==> config.mk <==
export PLATFORM = sky130hd
export DESIGN_NAME = wake_filter
export DESIGN_NICKNAME = d
export VERILOG_FILES = /design/src/rtl/wkf_pkg.sv /design/src/rtl/wkf_sync2.sv /design/src/rtl/wkf_bus_qual.sv /design/src/rtl/wkf_local_qual.sv /design/src/rtl/wake_filter.sv
export SDC_FILE = /design/constraint.sdc
export NUM_CORES = 1
export LEC_CHECK = 0
export BUFFER_PORTS_ARGS = -buffer_cell sky130_fd_sc_hd__buf_2
export CORE_ASPECT_RATIO = 1.75
export CORE_MARGIN = 5
export CORE_UTILIZATION = 35
export CTS_CLUSTER_DIAMETER = 30
export DETAILED_ROUTE_END_ITERATION = 6
export GPL_TIMING_DRIVEN = 1
export PLACE_DENSITY = 0.54
export SLEW_MARGIN = 10
export SYNTH_ARGS = -nofsm -noshare
export SYNTH_HDL_FRONTEND = slang
export SYNTH_SLANG_ARGS = --single-unit
==> constraint.sdc <==
create_clock -name clk -period 2 [get_ports clk]
set_input_delay 0.4 -clock clk [delete_from_list [all_inputs] [get_ports clk]]
set_output_delay 0.4 -clock clk [all_outputs]
set_load 0.005 [all_outputs]
==> src/rtl/wkf_pkg.sv <==
package wkf_pkg;
  // Saturating increment: counts up to lim and stays there.
  function automatic logic [31:0] sat_inc(input logic [31:0] v, input logic [31:0] lim);
    return (v >= lim) ? lim : v + 32'd1;
  endfunction

  // True once a run length has reached its threshold.
  function automatic logic reached(input logic [31:0] v, input logic [31:0] lim);
    return v >= lim;
  endfunction
endpackage

==> src/rtl/wkf_sync2.sv <==
module wkf_sync2 #(
  parameter logic RST_VAL = 1'b1
) (
  input  logic clk,
  input  logic rst_n,
  input  logic d,
  output logic q
);
  logic meta;

  always_ff @(posedge clk or negedge rst_n) begin
    if (!rst_n) begin
      meta <= RST_VAL;
      q    <= RST_VAL;
    end else begin
      meta <= d;
      q    <= meta;
    end
  end
endmodule

==> src/rtl/wkf_bus_qual.sv <==
module wkf_bus_qual
  import wkf_pkg::*;
#(
  parameter int FILT_CYC = 20
) (
  input  logic clk,
  input  logic rst_n,
  input  logic sleep,
  input  logic lvl,
  output logic wake
);
  localparam int CW = $clog2(FILT_CYC + 1);

  logic          prev;
  logic          active;
  logic [CW-1:0] cnt;
  logic          fall_ev;
  logic          rise_ev;
  logic          long_enough;

  assign fall_ev     = prev & ~lvl;
  assign rise_ev     = ~prev & lvl;
  assign long_enough = reached(32'(cnt), 32'(FILT_CYC));

  always_ff @(posedge clk or negedge rst_n) begin
    if (!rst_n) prev <= 1'b1;
    else        prev <= lvl;
  end

  always_ff @(posedge clk or negedge rst_n) begin
    if (!rst_n) begin
      active <= 1'b0;
      cnt    <= '0;
      wake   <= 1'b0;
    end else if (!sleep) begin
      active <= 1'b0;
      cnt    <= '0;
      wake   <= 1'b0;
    end else begin
      wake <= rise_ev & active & long_enough;
      if (fall_ev) begin
        active <= 1'b1;
        cnt    <= CW'(1);
      end else if (active && !lvl) begin
        cnt <= CW'(sat_inc(32'(cnt), 32'(FILT_CYC)));
      end else if (rise_ev) begin
        active <= 1'b0;
        cnt    <= '0;
      end
    end
  end

  p_bus_on_rise_r3: assert property (@(posedge clk) disable iff (!rst_n)
    wake |-> $past(rise_ev));
  p_bus_short_r4: assert property (@(posedge clk) disable iff (!rst_n)
    (rise_ev && active && !long_enough) |=> !wake);
  p_bus_single_r5: assert property (@(posedge clk) disable iff (!rst_n)
    wake |=> !wake);
  p_bus_clear_r9: assert property (@(posedge clk) disable iff (!rst_n)
    !sleep |=> (!active && !wake));
endmodule

==> src/rtl/wkf_local_qual.sv <==
module wkf_local_qual
  import wkf_pkg::*;
#(
  parameter int FILT_CYC  = 8,
  parameter int REARM_CYC = 3
) (
  input  logic clk,
  input  logic rst_n,
  input  logic sleep,
  input  logic lvl,
  output logic wake
);
  localparam int LW = $clog2(FILT_CYC + 1);
  localparam int HW = $clog2(REARM_CYC + 1);

  logic          prev;
  logic          active;
  logic [LW-1:0] lo_cnt;
  logic [HW-1:0] hi_cnt;
  logic          fall_ev;
  logic          armed;
  logic          start;
  logic          cont;
  logic          hit;
  logic [31:0]   nxt_lo;

  assign fall_ev = prev & ~lvl;
  assign armed   = reached(32'(hi_cnt), 32'(REARM_CYC));
  assign start   = fall_ev & armed;
  assign cont    = active & ~lvl;
  assign nxt_lo  = fall_ev ? 32'd1 : sat_inc(32'(lo_cnt), 32'(FILT_CYC));
  assign hit     = (start | cont) & reached(nxt_lo, 32'(FILT_CYC));

  always_ff @(posedge clk or negedge rst_n) begin
    if (!rst_n) prev <= 1'b1;
    else        prev <= lvl;
  end

  always_ff @(posedge clk or negedge rst_n) begin
    if (!rst_n) begin
      active <= 1'b0;
      lo_cnt <= '0;
      hi_cnt <= '0;
      wake   <= 1'b0;
    end else if (!sleep) begin
      active <= 1'b0;
      lo_cnt <= '0;
      hi_cnt <= '0;
      wake   <= 1'b0;
    end else begin
      wake   <= hit;
      hi_cnt <= lvl ? HW'(sat_inc(32'(hi_cnt), 32'(REARM_CYC))) : '0;
      if (start || cont) begin
        active <= ~hit;
        lo_cnt <= LW'(nxt_lo);
      end else begin
        active <= 1'b0;
        lo_cnt <= '0;
      end
    end
  end

  p_loc_single_r5: assert property (@(posedge clk) disable iff (!rst_n)
    wake |=> !wake);
  p_loc_low_r6: assert property (@(posedge clk) disable iff (!rst_n)
    wake |-> !$past(lvl));
  p_loc_arm_r8: assert property (@(posedge clk) disable iff (!rst_n)
    (sleep && fall_ev && !armed) |=> (!active && !wake));
  p_loc_clear_r9: assert property (@(posedge clk) disable iff (!rst_n)
    !sleep |=> (!active && !wake));
endmodule

==> src/rtl/wake_filter.sv <==
module wake_filter #(
  parameter int BUS_FILT_CYC  = 20,
  parameter int LOC_FILT_CYC  = 8,
  parameter int LOC_REARM_CYC = 3
) (
  input  logic clk,
  input  logic rst_n,
  input  logic sleep_i,
  input  logic bus_rx_i,
  input  logic wake_n_i,
  output logic bus_wake_o,
  output logic loc_wake_o
);
  localparam int NSRC = 2;

  logic [NSRC-1:0] raw;
  logic [NSRC-1:0] synced;

  assign raw = {wake_n_i, bus_rx_i};

  generate
    for (genvar g = 0; g < NSRC; g++) begin : g_sync
      wkf_sync2 #(.RST_VAL(1'b1)) u_sync (
        .clk  (clk),
        .rst_n(rst_n),
        .d    (raw[g]),
        .q    (synced[g])
      );
    end
  endgenerate

  wkf_bus_qual #(.FILT_CYC(BUS_FILT_CYC)) u_bus (
    .clk  (clk),
    .rst_n(rst_n),
    .sleep(sleep_i),
    .lvl  (synced[0]),
    .wake (bus_wake_o)
  );

  wkf_local_qual #(.FILT_CYC(LOC_FILT_CYC), .REARM_CYC(LOC_REARM_CYC)) u_loc (
    .clk  (clk),
    .rst_n(rst_n),
    .sleep(sleep_i),
    .lvl  (synced[1]),
    .wake (loc_wake_o)
  );

  p_quiet_awake_r1: assert property (@(posedge clk) disable iff (!rst_n)
    !sleep_i |=> (!bus_wake_o && !loc_wake_o));
endmodule

# Word-level counts from Yosys, hierarchy flattened
# Cells that the tools add are included.
[word_totals] inputBits=5 regBits=21 out_inout_bits=2 elab_cells=60
[op_classes] n_lt_le_gt_ge=4 n_reduce_logical=4 eq_ne=3 muxes=20 n_bitwise=13 n_addsub=3
[ops] cell="$mux W32" n=2
[ops] cell="$ge A32 B4 Y1 const B" n=1
[ops] cell="$mux W5" n=5
[ops] cell="$and A1 B1 Y1" n=8
[ops] cell="$mux W1" n=8
[ops] cell="$mux W4" n=2
[ops] cell="$mux W2" n=3
[ops] cell="$add A4 B1 Y5 const B" n=1
[ops] cell="$add A5 B1 Y5 const B" n=1
[ops] cell="$ge A5 B5 Y1 const B" n=1
[ops] cell="$ge A4 B4 Y1 const B" n=1
[ops] cell="$ne A4 B1 Y1 const B" n=1
[ops] cell="$not A1 Y1" n=4
[ops] cell="$ne A3 B1 Y1 const B" n=1
[ops] cell="$ne A3 B2 Y1 const B" n=1
[ops] cell="$add A2 B1 Y2 const B" n=1
[ops] cell="$ge A2 B2 Y1 const B" n=1
[ops] cell="$reduce_and A2 Y1" n=1
[ops] cell="$logic_and A1 B1 Y1" n=1
[ops] cell="$logic_not A1 Y1" n=1
[ops] cell="$logic_or A1 B1 Y1" n=1
[ops] cell="$or A1 B1 Y1" n=1

# Logic depth before layout (Yosys ltp)
[logic_depth] word_depth=8 depth_mapped=5 ltp_nobuf=5

# Hierarchy
# A second synthesis with hierarchy kept.
[unflattened] hier_cells=84 hier_area_um2=980.9
[modules_own_cells] module="wkf_bus_qual" area_each_um2=479.2 instances=1 seq_area_each_um2=201.4 cells_each=49
[modules_own_cells] module="wkf_local_qual" area_each_um2=396.6 instances=1 seq_area_each_um2=226.5 cells_each=31
[modules_own_cells] module="wkf_sync2" area_each_um2=52.6 instances=2 seq_area_each_um2=52.6 cells_each=2

# Least setup slack after synthesis
# Ideal clock, no wire load.
[synth_timing] kind="reg-to-reg" start="register g_sync[0].u_sync.q" end="register u_bus.cnt[3]" t_required_ns=1.878 n_path_buf=0 slack_ns=0.401 stages_incl_launch_ff=6 t_arrival_ns=1.477 setup_time_ns=0.122 synth_period_minus_slack_ns=1.599 path_cell_list="dfstp_2 inv_1 ha_1 nand2_1 or2_2 a32o_1"
[synth_between] elab_chain_cells=5 elab_cells_between_ends=9 classes_between="eq/ne (1); mux (3); bitwise (3); reduce/logical (2)"
[synth_rtl] item="start: declaration" line_no="wkf_sync2.sv:7" text="output logic q"
[synth_rtl] item="start signal: assignment" line_no="wkf_sync2.sv:17" text="q <= meta;"
[synth_rtl] item="$logic_not A1 Y1" line_no="wkf_bus_qual.sv:44" text="end else if (active && !lvl) begin"
[synth_rtl] item="$logic_and A1 B1 Y1" line_no="wkf_bus_qual.sv:44"
[synth_rtl] item="$mux W5" line_no="wkf_bus_qual.sv:44"
[synth_rtl] item="$mux W5" line_no="wkf_bus_qual.sv:41" text="if (fall_ev) begin"
[synth_rtl] item="$mux W5" line_no="wkf_bus_qual.sv:35" text="end else if (!sleep) begin"
[synth_rtl] item="end signal: assignment" line_no="wkf_bus_qual.sv:45" text="cnt <= CW'(sat_inc(32'(cnt), 32'(FILT_CYC)));"
[synth_rtl] item="end: declaration" line_no="wkf_bus_qual.sv:16" text="logic [CW-1:0] cnt;"
# Parallel ways exist; a longest one is shown, timed or not.
# A chain may end at the register's enable or synchronous reset.

# Worst setup path in the final report
# Same ends and word-level chain as after synthesis.

==> impl_summary.log <==
[metrics] max-slew violation count: 0
[metrics] Layout Skew: 1.28 ps
[metrics] flop-to-flop setup slack: 290 ps
[metrics] post-route DRC violation count: 0
[metrics] RR Endpoint: u_bus.cnt[3]$_DFFE_PN0P_
[metrics] hold-fix buffers at CTS: 0
[metrics] Reg2Reg Launch Point: g_sync[0].u_sync.q$_DFF_PN1_
[metrics] main combinational cell family by area after synthesis: simple AND/OR/NAND/NOR gates
[metrics] post-synth net total: 93
[metrics] unrepaired setup endpoints after global routing: no
[metrics] post-layout net count: 103
[metrics] cell depth of the worst flop-to-flop path: 5
[metrics] sinks on the clock net: 21
[metrics] synthesized area: 927 µm²
[metrics] required time worst endpoint: 2150 ps
[metrics] Iteration-0 DRC Markers: 21
[metrics] Starting Density: 36.8%
[metrics] cell with the biggest individual delay on the critical path: sky130_fd_sc_hd__dfstp_2
[metrics] final critical-path setup slack: 286 ps
[metrics] H-tree levels: 1
[metrics] class of the worst hold path: in2async
[metrics] die span in x: 48.9 µm
[metrics] max frequency: 583 MHz
[metrics] RePlAce Congestion: 0.762
[metrics] Die Outline Area: 3820 µm²
[metrics] critical path buffer and inverter count: 1
[metrics] total I/O pin count: 7
[metrics] Largest stage delay, worst path: 590 ps
[metrics] Worst path top cell family by delay: flip-flops
[metrics] number of rows created at floorplan: 24
[metrics] Hold Vio Cnt, Final: 0
[metrics] max-cap violation count: 0
[metrics] synthesized-area fraction occupied by xor and xnor cells: 0.945%
[metrics] fillcell total: 262
[metrics] yosys synthesis warning count: 0
[metrics] ordered cell list for the critical path: inv_1 > ha_1 > nand2_1 > or2_2 > a32o_1
[metrics] Post-Syn Area per Cell: 11.3 µm²
[metrics] largest driver fanout on the critical path: 7
[metrics] ratio of cells with drive above 1 in the final layout: 20.9%
[metrics] Crit. End Element: flip-flop
[metrics] area of the multi-input gates: 355 µm²
[metrics] number of optimization iterations in the first detailed-route pass: 2
[metrics] Top FF cell, synth: sky130_fd_sc_hd__dfrtp_1
[metrics] clock tree from TritonCTS: yes
[metrics] total CTS buffers: 3
[metrics] post-detailed-route via-to-cell ratio: 5.15
[metrics] cells resized by post-CTS repair: 0
[metrics] shortest period the worst path allows: 1710 ps
[metrics] kind of critical path: reg2reg
[metrics] setup TNS: 0 ps
[metrics] fraction of the mapped netlist area in adder cells: 8.10%
[metrics] Worst Tran Pin Value: 453 ps
[metrics] Max transition margin: 69.7%
[metrics] vias post-DR: 602
[metrics] run status: complete, no violations
[metrics] WL/cell: 12.5 µm
[metrics] final worst-path cycle share: 85.7%
[metrics] worst setup timing slack at the placement stage: 298 ps
[metrics] part of the Yosys area used for sequential elements: 57.5%
[metrics] Arrival @ worst endpoint: 1870 ps
[metrics] Routed Antenna Nets: 0
[metrics] via count of the first global-routing pass: 685
[metrics] HPWL reported at the end of detailed placement: 1.06 mm
[metrics] root buffer cell: sky130_fd_sc_hd__clkbuf_8
[metrics] count of different cell masters after synthesis: 30
[metrics] Routed WL: 1.46 mm
[metrics] area of all sequential standard cells: 533 µm²
[metrics] number of instances in the synthesized netlist: 82
[metrics] post-synthesis simple-gate area fraction: 17.8%
[metrics] share of async-settable or async-resettable flops after synthesis: 100%
[metrics] wire length of the first global-routing pass: 2.78 mm
[metrics] flops & latches, synth: 21
[metrics] initial antenna violation count: 0
[metrics] overall fraction of global-route tracks in use: 9.17%
[metrics] worst voltage drop across the vdd grid: 0.397 mV
[metrics] static power due to leakage: 0.465 nW
[metrics] pin count of the biggest net entering global routing: 22
[metrics] number of diodes added for antenna fixing: 0
[metrics] Syn-to-layout area delta: 11.5%
[metrics] power per unit of standard cell area: 750 nW/µm²
[metrics] final setup violation count: 0
[metrics] compound-gate portion of the synthesized area: 11.5%
[metrics] maximum buffer depth of the clock tree: 2
[metrics] Clock Latency Late Sink: 260 ps
[metrics] multiplexer share of the synthesized area: 0%
[metrics] GR Overflow Total: 0
[metrics] launching element type of the critical path: flip-flop
[metrics] Clock transition at path regs: 80 ps
[metrics] number of synthesized flops with an enable pin: 0
[metrics] number of buffers inserted by post-CTS setup repair: 0
[metrics] Port Buffer Count: 6
[metrics] standard cell core area: 2520 µm²
[metrics] Die Y-Extent: 78.1 µm
==> layer usage <==
layer  global-route usage, %  part of all wire [%]
met5                       0                     0
met4                    7.28                   1.6
met3                    1.89                   2.5
met2                    15.3                    52
met1                    9.77                    44
==> state kept, by name (all words and copies together), names as in the netlist <==
register,count
g_sync.u_sync.meta,2
g_sync.u_sync.q,2
u_bus.active,1
u_bus.cnt,5
u_bus.prev,1
u_bus.wake,1
u_loc.active,1
u_loc.hi_cnt,2
u_loc.lo_cnt,4
u_loc.prev,1
u_loc.wake,1
==> worst max path at each step <==
stage	startpoint	to	slack, ps	cells past startpoint
global placement	g_sync[0].u_sync.q$_DFF_PN1_	u_bus.cnt[3]$_DFFE_PN0P_	330	5
CTS	g_sync[0].u_sync.q$_DFF_PN1_	u_bus.cnt[3]$_DFFE_PN0P_	280	5
global route	g_sync[0].u_sync.q$_DFF_PN1_	u_bus.cnt[3]$_DFFE_PN0P_	130	5
detailed placement	g_sync[0].u_sync.q$_DFF_PN1_	u_bus.cnt[3]$_DFFE_PN0P_	300	5
floorplan	g_sync[0].u_sync.q$_DFF_PN1_	u_bus.cnt[3]$_DFFE_PN0P_	400	5
finish	g_sync[0].u_sync.q$_DFF_PN1_	u_bus.cnt[3]$_DFFE_PN0P_	290	5
==> cells in the mapped netlist (all sizes together) (3+ instances only) <==
cell / instances / area, µm²
nor3: 3 / 15.0
ha: 6 / 75.1
nor2b: 3 / 18.8
a21oi: 3 / 15.0
dfrtp: 15 / 375
inv: 9 / 33.8
dfstp: 6 / 158
nor2: 10 / 37.5
a31oi: 3 / 18.8
nand2: 4 / 15.0
==> layout make-up <==
cell class                      instances  area share, %
Sequential cell                        21           51.6
Multi-Input combinational cell         51           34.4
Clock buffer                            3           4.00
Inverter                                9           3.27
Tap cell                               26           3.15
Timing Repair Buffer                    6           2.91
Clock inverter                          1          0.726
==> stage by stage <==
| stage | util [%] | instance area, µm² | std cells | hold WS (ps) | power (mW) |
|---|---|---|---|---|---|
| final | 41.0 | 1030 | 117 | 78.2 | 0.776 |
| after global routing | 41.0 | 1030 | 117 | 108 | 0.818 |
| after CTS | 41.0 | 1030 | 117 | 89.0 | 0.794 |
| after detailed placement | 39.0 | 985 | 113 | 348 | 0.506 |
| after global placement | 39.0 | 985 | 113 | 347 | 0.505 |
| after floorplan | - | 927 | 82 | 104 | 0.484 |
==> power by group <==
part           total [mW]  switching [mW]  internal, mW
sequential          0.453          0.0114         0.441
clock               0.278           0.138         0.140
combinational      0.0444          0.0270        0.0174
total               0.776           0.176         0.599
==> cell usage in the layout, fill, tap and decap left out, drive strengths merged <==
cell,instances
nand3,1
nand2,4
clkinvlp,1
a22oi,1
dfstp,6
a31oi,3
o22a,1
buf,6
nor3,3
nor2,10
o32ai,1
inv,9
o21a,1
nand4bb,1
nand4,1
nor4,1
o21ai,1
or2,1
or3b,1
clkbuf,3
ha,6
dfrtp,15
a2bb2o,1
and2b,1
o22ai,1
a21oi,3
nor4b,1
o2111ai,1
and3,1
xnor2,1
a32o,1
nor2b,3
==> logic make-up (layout without fill, tap and decap cells) <==
| group | Yosys count | in the layout |
|---|---|---|
| and+or+nand+nor | 29 | 29 |
| DFF | 21 | 21 |
| AOI/OAI and AO/OA | 15 | 15 |
| buffers and inverters | 10 | 19 |
| adders and majority gates | 6 | 6 |
| xor gates and xnor gates | 1 | 1 |
(Power assumes the default switching activity.)
